### config.mk
export PLATFORM = sky130hd
export DESIGN_NAME = spline_interp
export DESIGN_NICKNAME = d
export VERILOG_FILES = /design/src/rtl/spl_pkg.sv /design/src/rtl/spl_prescaler.sv /design/src/rtl/spl_acc_stage.sv /design/src/rtl/spline_interp.sv
export SDC_FILE = /design/constraint.sdc
export NUM_CORES = 1
export LEC_CHECK = 0
export CAP_MARGIN = 20
export CORE_MARGIN = 2
export CORE_UTILIZATION = 55
export DETAILED_ROUTE_END_ITERATION = 16
export DONT_BUFFER_PORTS = 1
export PLACE_DENSITY = 0.72
export SLEW_MARGIN = 20
export SYNTH_ARGS = -nofsm -noshare
export SYNTH_HDL_FRONTEND = slang
export SYNTH_SLANG_ARGS = --single-unit
### constraint.sdc
create_clock -name clk -period 6.5 [get_ports clk]
set_input_delay 0.975 -clock clk [delete_from_list [all_inputs] [get_ports clk]]
set_output_delay 0.975 -clock clk [all_outputs]
set_load 0.02 [all_outputs]
### src/rtl/spl_pkg.sv
package spl_pkg;
   // highest polynomial order handled by the accumulator chain
   localparam int unsigned SPL_ORDER = 3;

   // coefficient width in words for a given order: 1, 2, 3, 3
   function automatic int unsigned spl_words(input int unsigned order);
      if (order == 0)      return 1;
      else if (order == 1) return 2;
      else                 return 3;
   endfunction
endpackage

### src/rtl/spl_prescaler.sv
module spl_prescaler #(
   parameter int unsigned SHIFT_W = 4
) (
   input  logic               clk,
   input  logic               rst_n,
   input  logic               load,
   input  logic               active,
   input  logic [SHIFT_W-1:0] shift,
   output logic [SHIFT_W-1:0] rate_q,
   output logic               step
);
   localparam int unsigned CNT_W = 1 << SHIFT_W;

   logic [CNT_W-1:0] cnt_q;
   logic [CNT_W-1:0] mask;

   generate
      if (SHIFT_W < 1 || SHIFT_W > 5) begin : g_bad
         $error("spl_prescaler: SHIFT_W out of range");
      end
   endgenerate

   always_comb begin
      mask = (CNT_W'(1) << rate_q) - CNT_W'(1);
      step = active && !load && (cnt_q == mask);
   end

   always_ff @(posedge clk) begin
      if (!rst_n) begin
         cnt_q  <= '0;
         rate_q <= '0;
      end else if (load) begin
         cnt_q  <= '0;
         rate_q <= shift;
      end else if (active) begin
         if (step) cnt_q <= '0;
         else      cnt_q <= cnt_q + CNT_W'(1);
      end
   end
endmodule

### src/rtl/spl_acc_stage.sv
module spl_acc_stage #(
   parameter int unsigned ACC_W    = 48,
   parameter bit          HAS_NEXT = 1'b1
) (
   input  logic             clk,
   input  logic             rst_n,
   input  logic             load,
   input  logic             step,
   input  logic [ACC_W-1:0] seed,
   input  logic [ACC_W-1:0] nxt,
   output logic [ACC_W-1:0] q
);
   generate
      if (HAS_NEXT) begin : g_sum
         always_ff @(posedge clk) begin
            if (!rst_n)    q <= '0;
            else if (load) q <= seed;
            else if (step) q <= q + nxt;
         end
      end else begin : g_const
         logic unused_nxt;
         assign unused_nxt = ^{nxt, step};
         always_ff @(posedge clk) begin
            if (!rst_n)    q <= '0;
            else if (load) q <= seed;
         end
      end
   endgenerate
endmodule

### src/rtl/spline_interp.sv
module spline_interp #(
   parameter int unsigned WORD_W  = 16,
   parameter int unsigned SHIFT_W = 4
) (
   input  logic                clk,
   input  logic                rst_n,
   input  logic                load,
   input  logic                active,
   input  logic [SHIFT_W-1:0]  shift,
   input  logic [WORD_W-1:0]   coef0,
   input  logic [2*WORD_W-1:0] coef1,
   input  logic [3*WORD_W-1:0] coef2,
   input  logic [3*WORD_W-1:0] coef3,
   output logic [WORD_W-1:0]   sample
);
   import spl_pkg::*;

   localparam int unsigned ACC_W = WORD_W * spl_words(SPL_ORDER);
   localparam int unsigned N_ACC = SPL_ORDER + 1;

   generate
      if (WORD_W < 2) begin : g_bad_word
         $error("spline_interp: WORD_W too small");
      end
   endgenerate

   logic [ACC_W-1:0]   seed [N_ACC];
   logic [ACC_W-1:0]   acc  [N_ACC];
   logic               step;
   logic [SHIFT_W-1:0] rate_q;

   // align every coefficient so its integer part lands on the output word
   always_comb begin
      seed[0] = {coef0, {(ACC_W - WORD_W){1'b0}}};
      seed[1] = {coef1, {(ACC_W - 2*WORD_W){1'b0}}};
      seed[2] = coef2;
      seed[3] = coef3;
   end

   spl_prescaler #(.SHIFT_W(SHIFT_W)) u_rate (
      .clk    (clk),
      .rst_n  (rst_n),
      .load   (load),
      .active (active),
      .shift  (shift),
      .rate_q (rate_q),
      .step   (step)
   );

   generate
      for (genvar k = 0; k < N_ACC; k++) begin : g_acc
         if (k < N_ACC - 1) begin : g_mid
            spl_acc_stage #(.ACC_W(ACC_W), .HAS_NEXT(1'b1)) u_stage (
               .clk (clk), .rst_n (rst_n), .load (load), .step (step),
               .seed (seed[k]), .nxt (acc[k+1]), .q (acc[k])
            );
         end else begin : g_top
            spl_acc_stage #(.ACC_W(ACC_W), .HAS_NEXT(1'b0)) u_stage (
               .clk (clk), .rst_n (rst_n), .load (load), .step (step),
               .seed (seed[k]), .nxt ('0), .q (acc[k])
            );
         end
      end
   endgenerate

   assign sample = acc[0][ACC_W-1 -: WORD_W];
endmodule

Word level (Yosys, flattened, before mapping)
Index checks and enable logic that the tools add are counted.
{ "op_classes": {"bitwise_logic": 1, "eq_ne": 1, "n_addsub": 5, "mux": 7, "n_reduce_logical": 5, "shift": 1} }
{ "op_table": {"columns": ["op", "count"], "rows": [
  ["$mux W48", 6],
  ["$add A48 B48 Y48", 3],
  ["$add A16 B1 Y16 const B", 1],
  ["$eq A16 B16 Y1", 1],
  ["$mux W16", 1],
  ["$shl A1 B4 Y16 const A", 1],
  ["$sub A16 B2 Y16 const B", 1],
  ["$logic_and A1 B1 Y1", 2],
  ["$reduce_bool A2 Y1", 1],
  ["$reduce_or A2 Y1", 1],
  ["$logic_not A1 Y1", 1],
  ["$not A1 Y1", 1]
]} }
{ "totals": {"inputBits": 152, "wordCells": 28, "reg_bits": 212, "out_inout_bits": 16} }

Depth between registers and ports, before layout
{ "depth": {"depth_word": 6, "ltp_mapped": 17, "ltp_nobuf": 13} }

Modules after synthesis
Synthesis repeated with hierarchy kept, for this count alone.
{ "unflattened": {"hier_cells": 2220, "hier_area_um2": 17359.1} }
{ "modules_own_cells": {"columns": ["module", "area_each_um2", "cells_per_inst", "instances", "seq_area_each_um2"], "rows": [
  ["spl_acc_stage (g_acc[0].g_mid.u_stage ...)", 4722.0, 628, 2, 960.9],
  ["spl_acc_stage (g_acc[2].g_mid.u_stage)", 4764.6, 651, 1, 960.9],
  ["spl_acc_stage (g_acc[3].g_top.u_stage)", 1845.5, 155, 1, 960.9],
  ["spl_prescaler", 1301.2, 157, 1, 400.4],
  ["spline_interp", 3.8, 1, 1, 0.0]
]} }

Least setup slack after synthesis
OpenSTA, ideal clock, no wires.
{ "synth_timing": {"path_kind": "in2reg", "from": "input load", "to": "register g_acc[0].g_mid.u_stage.q[23]", "arrival_ps": 3363, "path_slack_ps": 3058, "cell_stages": 10, "setup_time_ps": 79, "t_required_ps": 6421, "path_buffers": 1, "cell_sequence": "or3b_1 a221o_1 or3_1 nand3b_1 or4b_1 nor4_2 buf_4 nand3_1 or3_1 o211ai_1"} }
{ "synth_between": {"elab_chain_len": 3, "word_cells_on_any_way": 4, "cone_classes": "reduce/logical (4)"} }
{ "synth_rtl": {"columns": ["element", "line", "source"], "rows": [
  ["start, declared", "spline_interp.sv:7", "input logic load,"],
  ["$logic_not A1 Y1", "spl_prescaler.sv:25", "step = active && !load && (cnt_q == mask);"],
  ["$logic_and A1 B1 Y1 (2 in series)", "spl_prescaler.sv:25", null],
  ["end signal, assigned", "spl_acc_stage.sv:18", "else if (step) q <= q + nxt;"],
  ["end, declared", "spl_acc_stage.sv:11", "output logic [ACC_W-1:0] q"]
]} }
Parallel ways exist; a longest one is shown, timed or not.
A chain may end at the register's enable or synchronous reset.

Worst setup path after layout
{ "layout_timing": {"from": "register u_rate.rate_q[3]", "to": "register g_acc[2].g_mid.u_stage.q[29]"} }
{ "layout_between": {"elab_chain_len": 5} }
{ "layout_rtl": {"columns": ["element", "line", "source"], "rows": [
  ["start, declared", "spl_prescaler.sv:9", "output logic [SHIFT_W-1:0] rate_q,"],
  ["start signal, assigned", "spl_prescaler.sv:34", "rate_q <= shift;"],
  ["$shl A1 B4 Y16", "spl_prescaler.sv:24", "mask = (CNT_W'(1) << rate_q) - CNT_W'(1);"],
  ["$sub A16 B2 Y16", "spl_prescaler.sv:24", null],
  ["$eq A16 B16 Y1", "spl_prescaler.sv:25", null],
  ["$logic_and A1 B1 Y1", "spl_prescaler.sv:25", null],
  ["$reduce_bool A2 Y1 (no line)", null, null],
  ["end signal, assigned", "spl_acc_stage.sv:18", null],
  ["end, declared", "spl_acc_stage.sv:11", null]
]} }
No other way between the ends.

==> flow_metrics.env <==
export IMPL_ant_nets=0
export IMPL_arrival_ns=5.00
export IMPL_io_pins=168
export IMPL_r2r_end="g_acc[2].g_mid.u_stage.q[29]$_SDFFE_PN0P_"
export IMPL_clkTransAtPathRegs_ns=0.06
export IMPL_dr_pass1_iters=7
export IMPL_crit_required_ns=6.98
export IMPL_grt_util_all_layers_pct=29.69
export IMPL_max_freq_ghz=0.2211
export IMPL_leakage_nw=7.435
export IMPL_fin_skew_ns=0.01776
export IMPL_htreeDepth=1
export IMPL_relSlewSlack_pct=37.80
export IMPL_criticalPathCategory="reg -> reg"
export IMPL_grt_max_degree=157
export IMPL_post_dp_cell_area_um2=16500
export IMPL_synthFlopType="dfxtp_1"
export IMPL_area_growth_pct=5.648
export IMPL_grt_pass1_vias=14910
export IMPL_drt_iter0_drc=1067
export IMPL_fin_tns_setup_ns=0
export IMPL_hold_path_class="reg -> reg"
export IMPL_drv_cap=0
export IMPL_fin_area_um2=17440
export IMPL_synth_edf_count=0
export IMPL_synth_area_um2=16500
export IMPL_portBuffers=0
export IMPL_gp_congestion=0.9374
export IMPL_syn_area_per_cell_um2=7.606
export IMPL_cts_setup_buffers=0
export IMPL_fp_coreArea_um2=29560
export IMPL_synth_warnings=0
export IMPL_rsz0062_at_grt="false"
export IMPL_chipWidth_um=177.2
export IMPL_drive_gt1_share_pct=3.493
export IMPL_synth_top_cell_by_area="dfxtp_1"
export IMPL_clock_sinks=212
export IMPL_ys_types=71
export IMPL_clock_latency_ns=0.54
export IMPL_worstPathMaxFanout=47
export IMPL_reg2reg_depth=15
export IMPL_grt_first_pass_wirelength_um=75820
export IMPL_fin_nets=2369
export IMPL_dp_hpwl_um=35390
export IMPL_synth_top_area_share_pct=25.71
export IMPL_syn_inst=2170
export IMPL_timing_rr_start="u_rate.rate_q[3]$_SDFFE_PN0P_"
export IMPL_startpoint_type="flop"
export IMPL_root_buffer="clkbuf_16"
export IMPL_end_kind="flop"
export IMPL_num_rows=63
export IMPL_cts_tree="done"
export IMPL_async_flop_share_pct=0
export IMPL_worst_pin_slew_ns=0.9210
export IMPL_yosysSeqAreaShare_pct=25.71
export IMPL_min_period_over_period_pct=69.58
export IMPL_grt_overflow=0
export IMPL_postCtsHoldBufs=0
export IMPL_synth_common_cells="264 x nand2_1, 260 x a21oi_1, 212 x dfxtp_1"
export IMPL_synth_nets=2468
export IMPL_clockBufferDepth=3
export IMPL_start_util_pct=55.83
export IMPL_finalCriticalPeriod_ns=4.523
export IMPL_status="finished clean"
export IMPL_drc=0
export IMPL_worstSetupStartpoint="u_rate.rate_q[3]$_SDFFE_PN0P_"
export IMPL_ys_ff_latch=212
export IMPL_powerDensity_nw_per_um2=200.3
export IMPL_drv_slew=0
export IMPL_fp_dieH_um=177.2
export IMPL_finalSetupViolCount=0
export IMPL_synth_area_leaders="dfxtp_1 26%, ha_1 11%, a21oi_1 7.9%"
export IMPL_vias=15680
export IMPL_holdWs_ns=0.4530
export IMPL_totalWireLength_um=48060
export IMPL_reg2reg_slack_ns=1.98
export IMPL_yosysMostFrequentCell="nand2_1"
export IMPL_crit_path_end="g_acc[2].g_mid.u_stage.q[29]$_SDFFE_PN0P_"
export IMPL_die_area_um2=31410
export IMPL_peakVddDrop_mv=0.2124
export IMPL_viasPerCell=6.311
export IMPL_postCtsResizedCells=0
export IMPL_cts_buffers=26
export IMPL_antenna_found_initial=4
export IMPL_report_final_hold_viol_count=0
export IMPL_post_drt_wl_per_cell_um=19.35
## flip-flops by register name (all words and copies together) (netlist names)
signal	count
g_acc.g_top.u_stage.q	48
u_rate.rate_q	4
u_rate.cnt_q	16
g_acc.g_mid.u_stage.q	144
## per-stage QoR
stage	power, mW	setup slack, ns	utilization [%]	std cells
after global placement	1.957	2.185	55.82	2433
after floorplan	1.873	3.058	-	2170
after global routing	3.635	1.597	58.96	2481
after detailed placement	1.968	2.051	55.82	2433
final	3.492	1.977	58.99	2484
after CTS	3.512	2.009	58.94	2480
## power by group
| part | internal (mW) | switching, mW |
|---|---|---|
| Combinational | 0.217 | 0.306 |
| Sequential | 1.35 | 0.0717 |
| Clock | 0.955 | 0.589 |
## metal layers
layer / vias up / global-route usage [%] / wire (um)
met4: 0 / 11.60 / 1800
met5: - / 0 / 0
li1: 7754 / - / -
met3: 108 / 5.112 / 3269
met1: 7361 / 36.73 / 20580
met2: 454 / 51.17 / 22410
## placed cells by master, fill, tap and decap left out, types with 25 or more instances in the layout
cell / count
clkbuf_16: 27
o21ai_0: 107
nor2_1: 172
nand2_1: 264
o21bai_1: 26
nand2b_1: 25
a21o_1: 83
dfxtp_1: 212
mux2i_1: 55
and3_1: 27
o211ai_1: 26
xor2_1: 58
nand3_1: 50
a22oi_1: 84
a21oi_1: 260
nand4_1: 35
inv_1: 52
xnor2_1: 75
ha_1: 143
## final cells by class
class / instances / area, um^2
Tap cell: 390 / 488.0
Inverter: 53 / 201.4
Sequential cell: 212 / 4244
Timing Repair Buffer: 8 / 63.81
Multi-Input combinational cell: 1770 / 11510
Clock buffer: 36 / 779.5
Antenna cell: 4 / 10.01
Fill cell: 2749 / 12120
Clock inverter: 11 / 142.6
## worst max-delay path, stage by stage (launching register included)
cell and delay, ns:
dfxtp_1 0.80, nor2_1 0.21, nand3b_1 0.14, ha_1 0.42, nor2b_1 0.23, a21oi_1 0.06, o31ai_1 0.19, mux2_2 0.24
nor4_1 0.09, and3_2 0.24, buf_4 0.31, nor2_4 0.57, buf_4 0.58, a22oi_1 0.14, o21a_1 0.14, nor2_1 0.07
## worst min-delay path by stage
| stage | startpoint | end | cells past startpoint |
|---|---|---|---|
| after floorplan | g_acc[0].g_mid.u_stage.q[0]$_SDFFE_PP0P_ | g_acc[0].g_mid.u_stage.q[0]$_SDFFE_PP0P_ | 2 |
| after global placement | g_acc[0].g_mid.u_stage.q[0]$_SDFFE_PP0P_ | g_acc[0].g_mid.u_stage.q[0]$_SDFFE_PP0P_ | 2 |
| after detailed placement | g_acc[0].g_mid.u_stage.q[22]$_SDFFE_PP0P_ | g_acc[0].g_mid.u_stage.q[22]$_SDFFE_PP0P_ | 2 |
| after CTS | g_acc[0].g_mid.u_stage.q[25]$_SDFFE_PP0P_ | g_acc[0].g_mid.u_stage.q[25]$_SDFFE_PP0P_ | 2 |
| after global routing | g_acc[0].g_mid.u_stage.q[25]$_SDFFE_PP0P_ | g_acc[0].g_mid.u_stage.q[25]$_SDFFE_PP0P_ | 2 |
| final | g_acc[0].g_mid.u_stage.q[22]$_SDFFE_PP0P_ | g_acc[0].g_mid.u_stage.q[22]$_SDFFE_PP0P_ | 2 |
## cell families (layout without fill, tap and decap cells)
logic type | count (synthesis) | after routing | synth area share [%]
flip-flops | 212 | 212 | 25.71
multiplexers | 57 | 57 | 3.472
AND/OR/NAND/NOR | 681 | 681 | 18.98
other | 0 | 4 | 0
XOR/XNOR | 133 | 133 | 7.058
buffers and inverters | 188 | 108 | 4.708
adder cells (fa/ha/maj) | 146 | 146 | 11.20
AO/OA/AOI/OAI | 753 | 753 | 28.86
(Power assumes the default switching activity.)
